### config.mk
export PLATFORM = sky130hd
export DESIGN_NAME = hostio_reg_decoder
export DESIGN_NICKNAME = d
export VERILOG_FILES = /design/src/rtl/hostio_dec_pkg.sv /design/src/rtl/hostio_base_match.sv /design/src/rtl/hostio_access.sv /design/src/rtl/hostio_reg_decoder.sv
export SDC_FILE = /design/constraint.sdc
export NUM_CORES = 1
export LEC_CHECK = 0
export BUFFER_PORTS_ARGS = -buffer_cell sky130_fd_sc_hd__clkbuf_2
export CAP_MARGIN = 20
export CORE_MARGIN = 1.5
export CORE_UTILIZATION = 44
export DETAILED_ROUTE_END_ITERATION = 8
export PLACE_DENSITY = 0.81
export SYNTH_ARGS = -nofsm -noshare
export SYNTH_HDL_FRONTEND = slang
export SYNTH_SLANG_ARGS = --single-unit
### constraint.sdc
create_clock -name clk -period 5.8 [get_ports clk]
set_input_delay 1.16 -clock clk [delete_from_list [all_inputs] [get_ports clk]]
set_output_delay 1.16 -clock clk [all_outputs]
set_load 0.02 [all_outputs]
### src/rtl/hostio_dec_pkg.sv
package hostio_dec_pkg;

    typedef enum logic [1:0] {
        ACC_IDLE  = 2'd0,
        ACC_READ  = 2'd1,
        ACC_WRITE = 2'd2,
        ACC_CLASH = 2'd3
    } acc_kind_e;

    // Classify the sampled host strobes for an addressed board.
    function automatic acc_kind_e classify(input logic hit, input logic ior_n, input logic iow_n);
        acc_kind_e k;
        if (!hit) begin
            k = ACC_IDLE;
        end else begin
            case ({ior_n, iow_n})
                2'b01:   k = ACC_READ;
                2'b10:   k = ACC_WRITE;
                2'b00:   k = ACC_CLASH;
                default: k = ACC_IDLE;
            endcase
        end
        return k;
    endfunction

endpackage

### src/rtl/hostio_base_match.sv
module hostio_base_match #(
    parameter int BASE_W = 12
) (
    input  logic              clk,
    input  logic              rst_n,
    input  logic              configured,
    input  logic [BASE_W-1:0] base_addr,
    input  logic [BASE_W-1:0] addr_hi,
    output logic              cfg_ok,
    output logic              hit
);

    typedef struct packed {
        logic              cfg;
        logic [BASE_W-1:0] base;
    } match_st_t;

    match_st_t st_d, st_q;

    always_comb begin
        st_d     = st_q;
        st_d.cfg = configured;
        if (configured) begin
            st_d.base = base_addr;
        end
    end

    always_ff @(posedge clk or negedge rst_n) begin
        if (!rst_n) begin
            st_q <= '0;
        end else begin
            st_q <= st_d;
        end
    end

    assign cfg_ok = st_q.cfg;
    assign hit    = st_q.cfg && (addr_hi == st_q.base);

    AST_BASE_HELD: assert property (@(posedge clk) disable iff (!rst_n)
        !$past(configured) |-> $stable(st_q.base));

    AST_UNCFG_SILENT: assert property (@(posedge clk) disable iff (!rst_n)
        !$past(configured) |-> !hit);

endmodule

### src/rtl/hostio_access.sv
module hostio_access
    import hostio_dec_pkg::*;
#(
    parameter int SEL_W  = 4,
    parameter int DATA_W = 16,
    localparam int NREG  = 1 << SEL_W
) (
    input  logic              clk,
    input  logic              rst_n,
    input  logic              hit,
    input  logic              cfg_ok,
    input  logic [SEL_W-1:0]  addr_lo,
    input  logic              ior_n,
    input  logic              iow_n,
    input  logic [DATA_W-1:0] host_din,
    input  logic [DATA_W-1:0] rd_data,
    output logic              board_en,
    output logic [NREG-1:0]   reg_sel,
    output logic [NREG-1:0]   reg_rd,
    output logic [NREG-1:0]   reg_wr,
    output logic [DATA_W-1:0] wr_data,
    output logic [DATA_W-1:0] dout,
    output logic              dout_en,
    output logic              din_en
);

    typedef struct packed {
        logic              board_en;
        logic              rd_act;
        logic              wr_act;
        logic [SEL_W-1:0]  wr_idx;
        logic [DATA_W-1:0] wr_data;
        logic [NREG-1:0]   sel;
        logic [NREG-1:0]   rd;
        logic [NREG-1:0]   wr;
        logic [DATA_W-1:0] dout;
    } acc_st_t;

    acc_st_t   st_d, st_q;
    acc_kind_e kind;
    logic [NREG-1:0] cur_dec;
    logic [NREG-1:0] wr_dec;

    for (genvar i = 0; i < NREG; i++) begin : g_dec
        assign cur_dec[i] = (addr_lo == SEL_W'(i));
        assign wr_dec[i]  = (st_q.wr_idx == SEL_W'(i));
    end

    always_comb begin
        logic rd_now;
        logic wr_now;
        kind   = classify(hit, ior_n, iow_n);
        rd_now = (kind == ACC_READ);
        wr_now = (kind == ACC_WRITE);

        st_d          = st_q;
        st_d.board_en = hit;
        st_d.rd_act   = rd_now;
        st_d.wr_act   = wr_now;
        st_d.sel      = (rd_now || wr_now) ? cur_dec : '0;
        st_d.rd       = (rd_now && !st_q.rd_act) ? cur_dec : '0;
        st_d.wr       = (st_q.wr_act && iow_n && cfg_ok) ? wr_dec : '0;
        st_d.dout     = rd_now ? rd_data : '0;
        if (wr_now) begin
            st_d.wr_idx  = addr_lo;
            st_d.wr_data = host_din;
        end
    end

    always_ff @(posedge clk or negedge rst_n) begin
        if (!rst_n) begin
            st_q <= '0;
        end else begin
            st_q <= st_d;
        end
    end

    assign board_en = st_q.board_en;
    assign reg_sel  = st_q.sel;
    assign reg_rd   = st_q.rd;
    assign reg_wr   = st_q.wr;
    assign wr_data  = st_q.wr_data;
    assign dout     = st_q.dout;
    assign dout_en  = st_q.rd_act;
    assign din_en   = st_q.wr_act;

    AST_SEL_ONEHOT: assert property (@(posedge clk) disable iff (!rst_n)
        $onehot0(reg_sel));

    AST_RD_SINGLE: assert property (@(posedge clk) disable iff (!rst_n)
        (reg_rd != '0) |=> (reg_rd == '0));

    AST_BUS_EXCL: assert property (@(posedge clk) disable iff (!rst_n)
        !(dout_en && din_en));

    AST_OFF_QUIET: assert property (@(posedge clk) disable iff (!rst_n)
        !board_en |-> (reg_sel == '0 && reg_rd == '0 && !dout_en && !din_en));

    AST_CLASH_IDLE: assert property (@(posedge clk) disable iff (!rst_n)
        $past(!ior_n && !iow_n) |-> (!dout_en && !din_en && reg_sel == '0));

    AST_WR_AFTER_LOW: assert property (@(posedge clk) disable iff (!rst_n)
        (reg_wr != '0) |-> ($past(din_en) && $onehot(reg_wr)));

endmodule

### src/rtl/hostio_reg_decoder.sv
module hostio_reg_decoder #(
    parameter int ADDR_W  = 16,
    parameter int SEL_W   = 4,
    parameter int DATA_W  = 16,
    localparam int BASE_W = ADDR_W - SEL_W,
    localparam int NREG   = 1 << SEL_W
) (
    input  logic              clk,
    input  logic              rst_n,
    input  logic              configured,
    input  logic [BASE_W-1:0] base_addr,
    input  logic [ADDR_W-1:0] addr,
    input  logic              ior_n,
    input  logic              iow_n,
    input  logic [DATA_W-1:0] host_din,
    input  logic [DATA_W-1:0] rd_data,
    output logic              board_en,
    output logic [NREG-1:0]   reg_sel,
    output logic [NREG-1:0]   reg_rd,
    output logic [NREG-1:0]   reg_wr,
    output logic [DATA_W-1:0] wr_data,
    output logic [DATA_W-1:0] dout,
    output logic              dout_en,
    output logic              din_en
);

    logic cfg_ok;
    logic hit;

    hostio_base_match #(
        .BASE_W (BASE_W)
    ) u_match (
        .clk        (clk),
        .rst_n      (rst_n),
        .configured (configured),
        .base_addr  (base_addr),
        .addr_hi    (addr[ADDR_W-1:SEL_W]),
        .cfg_ok     (cfg_ok),
        .hit        (hit)
    );

    hostio_access #(
        .SEL_W  (SEL_W),
        .DATA_W (DATA_W)
    ) u_access (
        .clk      (clk),
        .rst_n    (rst_n),
        .hit      (hit),
        .cfg_ok   (cfg_ok),
        .addr_lo  (addr[SEL_W-1:0]),
        .ior_n    (ior_n),
        .iow_n    (iow_n),
        .host_din (host_din),
        .rd_data  (rd_data),
        .board_en (board_en),
        .reg_sel  (reg_sel),
        .reg_rd   (reg_rd),
        .reg_wr   (reg_wr),
        .wr_data  (wr_data),
        .dout     (dout),
        .dout_en  (dout_en),
        .din_en   (din_en)
    );

endmodule

==> metrics.cfg <==
[run_status]
status = finished, final reports clean

[clock_network]
cts-hold-fix-buffers = 0
max-clock-path-buffers = 2
cts_buffers = 9
cts_tree = done
numClockSinks = 100
cts_resized = 0
cts-htree-levels = 3
clock_latency_ps = 360
cts-root-buf = clkbuf_8
postCtsSetupRepairBufs = 0
clkTransAtPathRegs_ps = 100

[synthesis]
synth_fa_ha_area_share_pct = 0.904
yosys.area.top_type = dfrtp_1
synthSimpleGateAreaFrac_pct = 11.8
netlist_instances = 338
ys_ff_latch = 100
syn-mean-instance-area_um2 = 12.3
syn-num-nets = 406
synth_compound_area_share_pct = 1.72
ys_types = 27
seq_area_frac_synth_pct = 60.2
synthMuxAreaShare_pct = 8.13
syn_area_mm2 = 0.00415
synth-xor-area-share_pct = 1.69
synth_area_leaders = dfrtp_1 (60%), buf_4 (14%), mux2_2 (8.1%), nor2_1 (4.2%), and2_1 (2.4%)
synth_top_family_by_area = buffers and inverters
synth.top_cell.area_share_pct = 60.2
yosys_warnings = 0

[global_route]
grt_pass1_vias = 2459
grt_pass1_wl_um = 11600
track_usage_pct = 14.8
grt_max_degree = 57
antenna_found_initial = 0
grt.overflow.total = 0

[power_and_ir_drop]
switchingPower_uw = 294
pwr-share-comb_pct = 6.1
powerDensity_mw_per_mm2 = 261
finalPower_mw = 1.20
clkPwrFrac_pct = 34.3
p_int_uw = 903
power.leakage_nw = 2.50
power_frac_seq_pct = 59.5
peakVddDrop_v = 0.000129
switching_share_pct = 24.6

[finish]
area.growth.synth_to_final_pct = 10.6
finalNonFillerCells = 526
mostFrequentLayoutCells = clkbuf_2 (146), dfrtp_1 (100), nor2_1 (47), mux2_2 (30), and2_1 (16)
fillers = 811
diodes = 0
layout-drive-gt1-share_pct = 48.2
nets = 478
layout_commonest_cell = clkbuf_2

[detailed_routing]
first_iter_violations = 18
drt_first_pass_iters = 4
vias_per_cell = 4.60
avgRoutedWirePerCell_um = 13.5
drtAntennaViolNets = 0
remaining_drc_errors = 0
drt_wl_total_um = 7100
vias = 2421

[place]
dpl.cell_count = 510
io_buffers = 147
post-place-ws_ps = 2120
gp_congestion = 0.732
dp_hpwl_um = 5410

[sta]
period_needed_ps = 3250
rsz0062_at_grt = false
tns_ps = 0
max_freq_ghz = 0.308
finalHoldViolations = 0
setup_viol = 0
worstMarginPinSlew_ps = 920
max_slew_margin_pct = 38.7
finalClockSkew_ps = 10.9
fin_crit_sh_pct = 56.0
drv_slew = 0
setup_ws_ps = 2550

[floorplan]
dieArea_mm2 = 0.0100
fp.coreArea_mm2 = 0.00920
start_util_pct = 45.2
io_pins = 148
fp-row-count = 35
dieHeight_um = 100
die_w_um = 100

[setup_path]
cp.required_ps = 6080
arrival_ps = 3530
crit_fanout = 17
rr_startpoint = u_match.st_q[5]$_DFFE_PN0P_
startpoint_type = input port
startpoint = addr[5]
crit_end = u_access.reg_rd[9]$_DFF_PN0_
r2r_cells = 8
worstSetupPathType = in2reg
cp-end-kind = flop
reg2reg_setup_slack_ps = 3020
regToRegEndpoint = u_access.reg_rd[9]$_DFF_PN0_

[job]
max_cap_viol_count = 0

[worst_hold_path]
whs_path_depth = 1
min_path_type = reg2reg

-- logic make-up (layout without fill, tap and decap cells) --
| family | after synthesis | in the layout |
|---|---|---|
| muxes | 30 | 30 |
| xor gates and xnor gates | 8 | 8 |
| AOI/OAI and AO/OA | 6 | 6 |
| DFF | 100 | 100 |
| and+or+nand+nor | 99 | 99 |
| buffers and inverters | 92 | 169 |
| adders and majority gates | 3 | 3 |
-- power groups by stage --
stage | sequential [mW] | clock [mW] | combinational, mW
3_3_place_gp | 0.726 | 0 | 0.0724
5_1_grt | 0.714 | 0.453 | 0.0832
3_5_place_dp | 0.727 | 0 | 0.0751
4_1_cts | 0.713 | 0.426 | 0.0752
2_1_floorplan | 0.725 | 0 | 0.0321
6_report | 0.713 | 0.411 | 0.0731
-- state kept, by name (all words and copies together), names as in the netlist, 4 cells and up --
signal            flops
u_access.dout        16
u_access.reg_rd      16
u_access.reg_sel     16
u_access.reg_wr      16
u_access.st_q         4
u_access.wr_data     16
u_match.st_q         12
-- final cells by class --
cell class                      count  area (µm²)  share of cell area [%]
Sequential cell                   100        2500                    54.5
Timing Repair Buffer              148         746                    16.2
Multi-Input combinational cell    146        1010                    21.9
Inverter                            5        18.8                   0.408
Tap cell                          111         139                    3.02
Clock buffer                        9         124                    2.70
Clock inverter                      7        60.1                    1.31
-- critical path, cell delays in order --
cell and delay [ps]:
clkbuf_2 90, xor2_1 130, nor3_1 290, o2111ai_2 230, nor4_1 460, ha_1 500
nor2b_1 330, nand3b_1 180, nor2_1 140
-- cell usage after synthesis --
cell type	n
or4_1	2
o21ai_0	2
nand3b_1	3
mux2_2	30
inv_1	5
nand2b_1	5
clkbuf_1	7
a2111oi_4	1
xor2_1	5
o2111ai_1	1
nor4_1	2
or2_2	1
nand3_1	3
buf_4	80
nor2b_1	1
nor3_1	6
a222oi_1	1
ha_1	3
xnor2_1	3
or3b_2	2
dfrtp_1	100
nor2_1	47
and2_1	16
nand2_1	8
nor2b_4	1
o2111ai_2	1
or3_1	2
-- per-stage QoR --
step | utilization (%) | instance area [µm²] | hold slack [ps]
after detailed placement | 48.0 | 4410 | 499
final | 50.0 | 4600 | 516
after global routing | 50.0 | 4600 | 541
after floorplan | - | 4150 | 482
after global placement | 48.0 | 4410 | 489
after CTS | 50.0 | 4600 | 523
-- routing by layer --
layer / GRT usage (%) / vias to the layer above / share of wire (%)
li1: - / 1146 / -
met4: 5.74 / 0 / 1.3
met5: 0 / - / 0
met3: 3.76 / 10 / 5.8
met2: 25.1 / 84 / 50
met1: 18.4 / 1181 / 43
-- how the worst min path moves through the flow --
| stage | to | slack (ps) | from |
|---|---|---|---|
| 5_1_grt | u_access.wr_data[1]$_DFFE_PN0P_ | 540 | u_access.wr_data[1]$_DFFE_PN0P_ |
| 3_5_place_dp | u_access.wr_data[11]$_DFFE_PN0P_ | 500 | u_access.wr_data[11]$_DFFE_PN0P_ |
| 6_report | u_access.wr_data[12]$_DFFE_PN0P_ | 520 | u_access.wr_data[12]$_DFFE_PN0P_ |
| 3_3_place_gp | u_access.wr_data[14]$_DFFE_PN0P_ | 490 | u_access.wr_data[14]$_DFFE_PN0P_ |
| 2_1_floorplan | u_access.wr_data[0]$_DFFE_PN0P_ | 480 | u_access.wr_data[0]$_DFFE_PN0P_ |
| 4_1_cts | u_access.wr_data[11]$_DFFE_PN0P_ | 520 | u_access.wr_data[11]$_DFFE_PN0P_ |
Power figures use the tool's default switching activity.
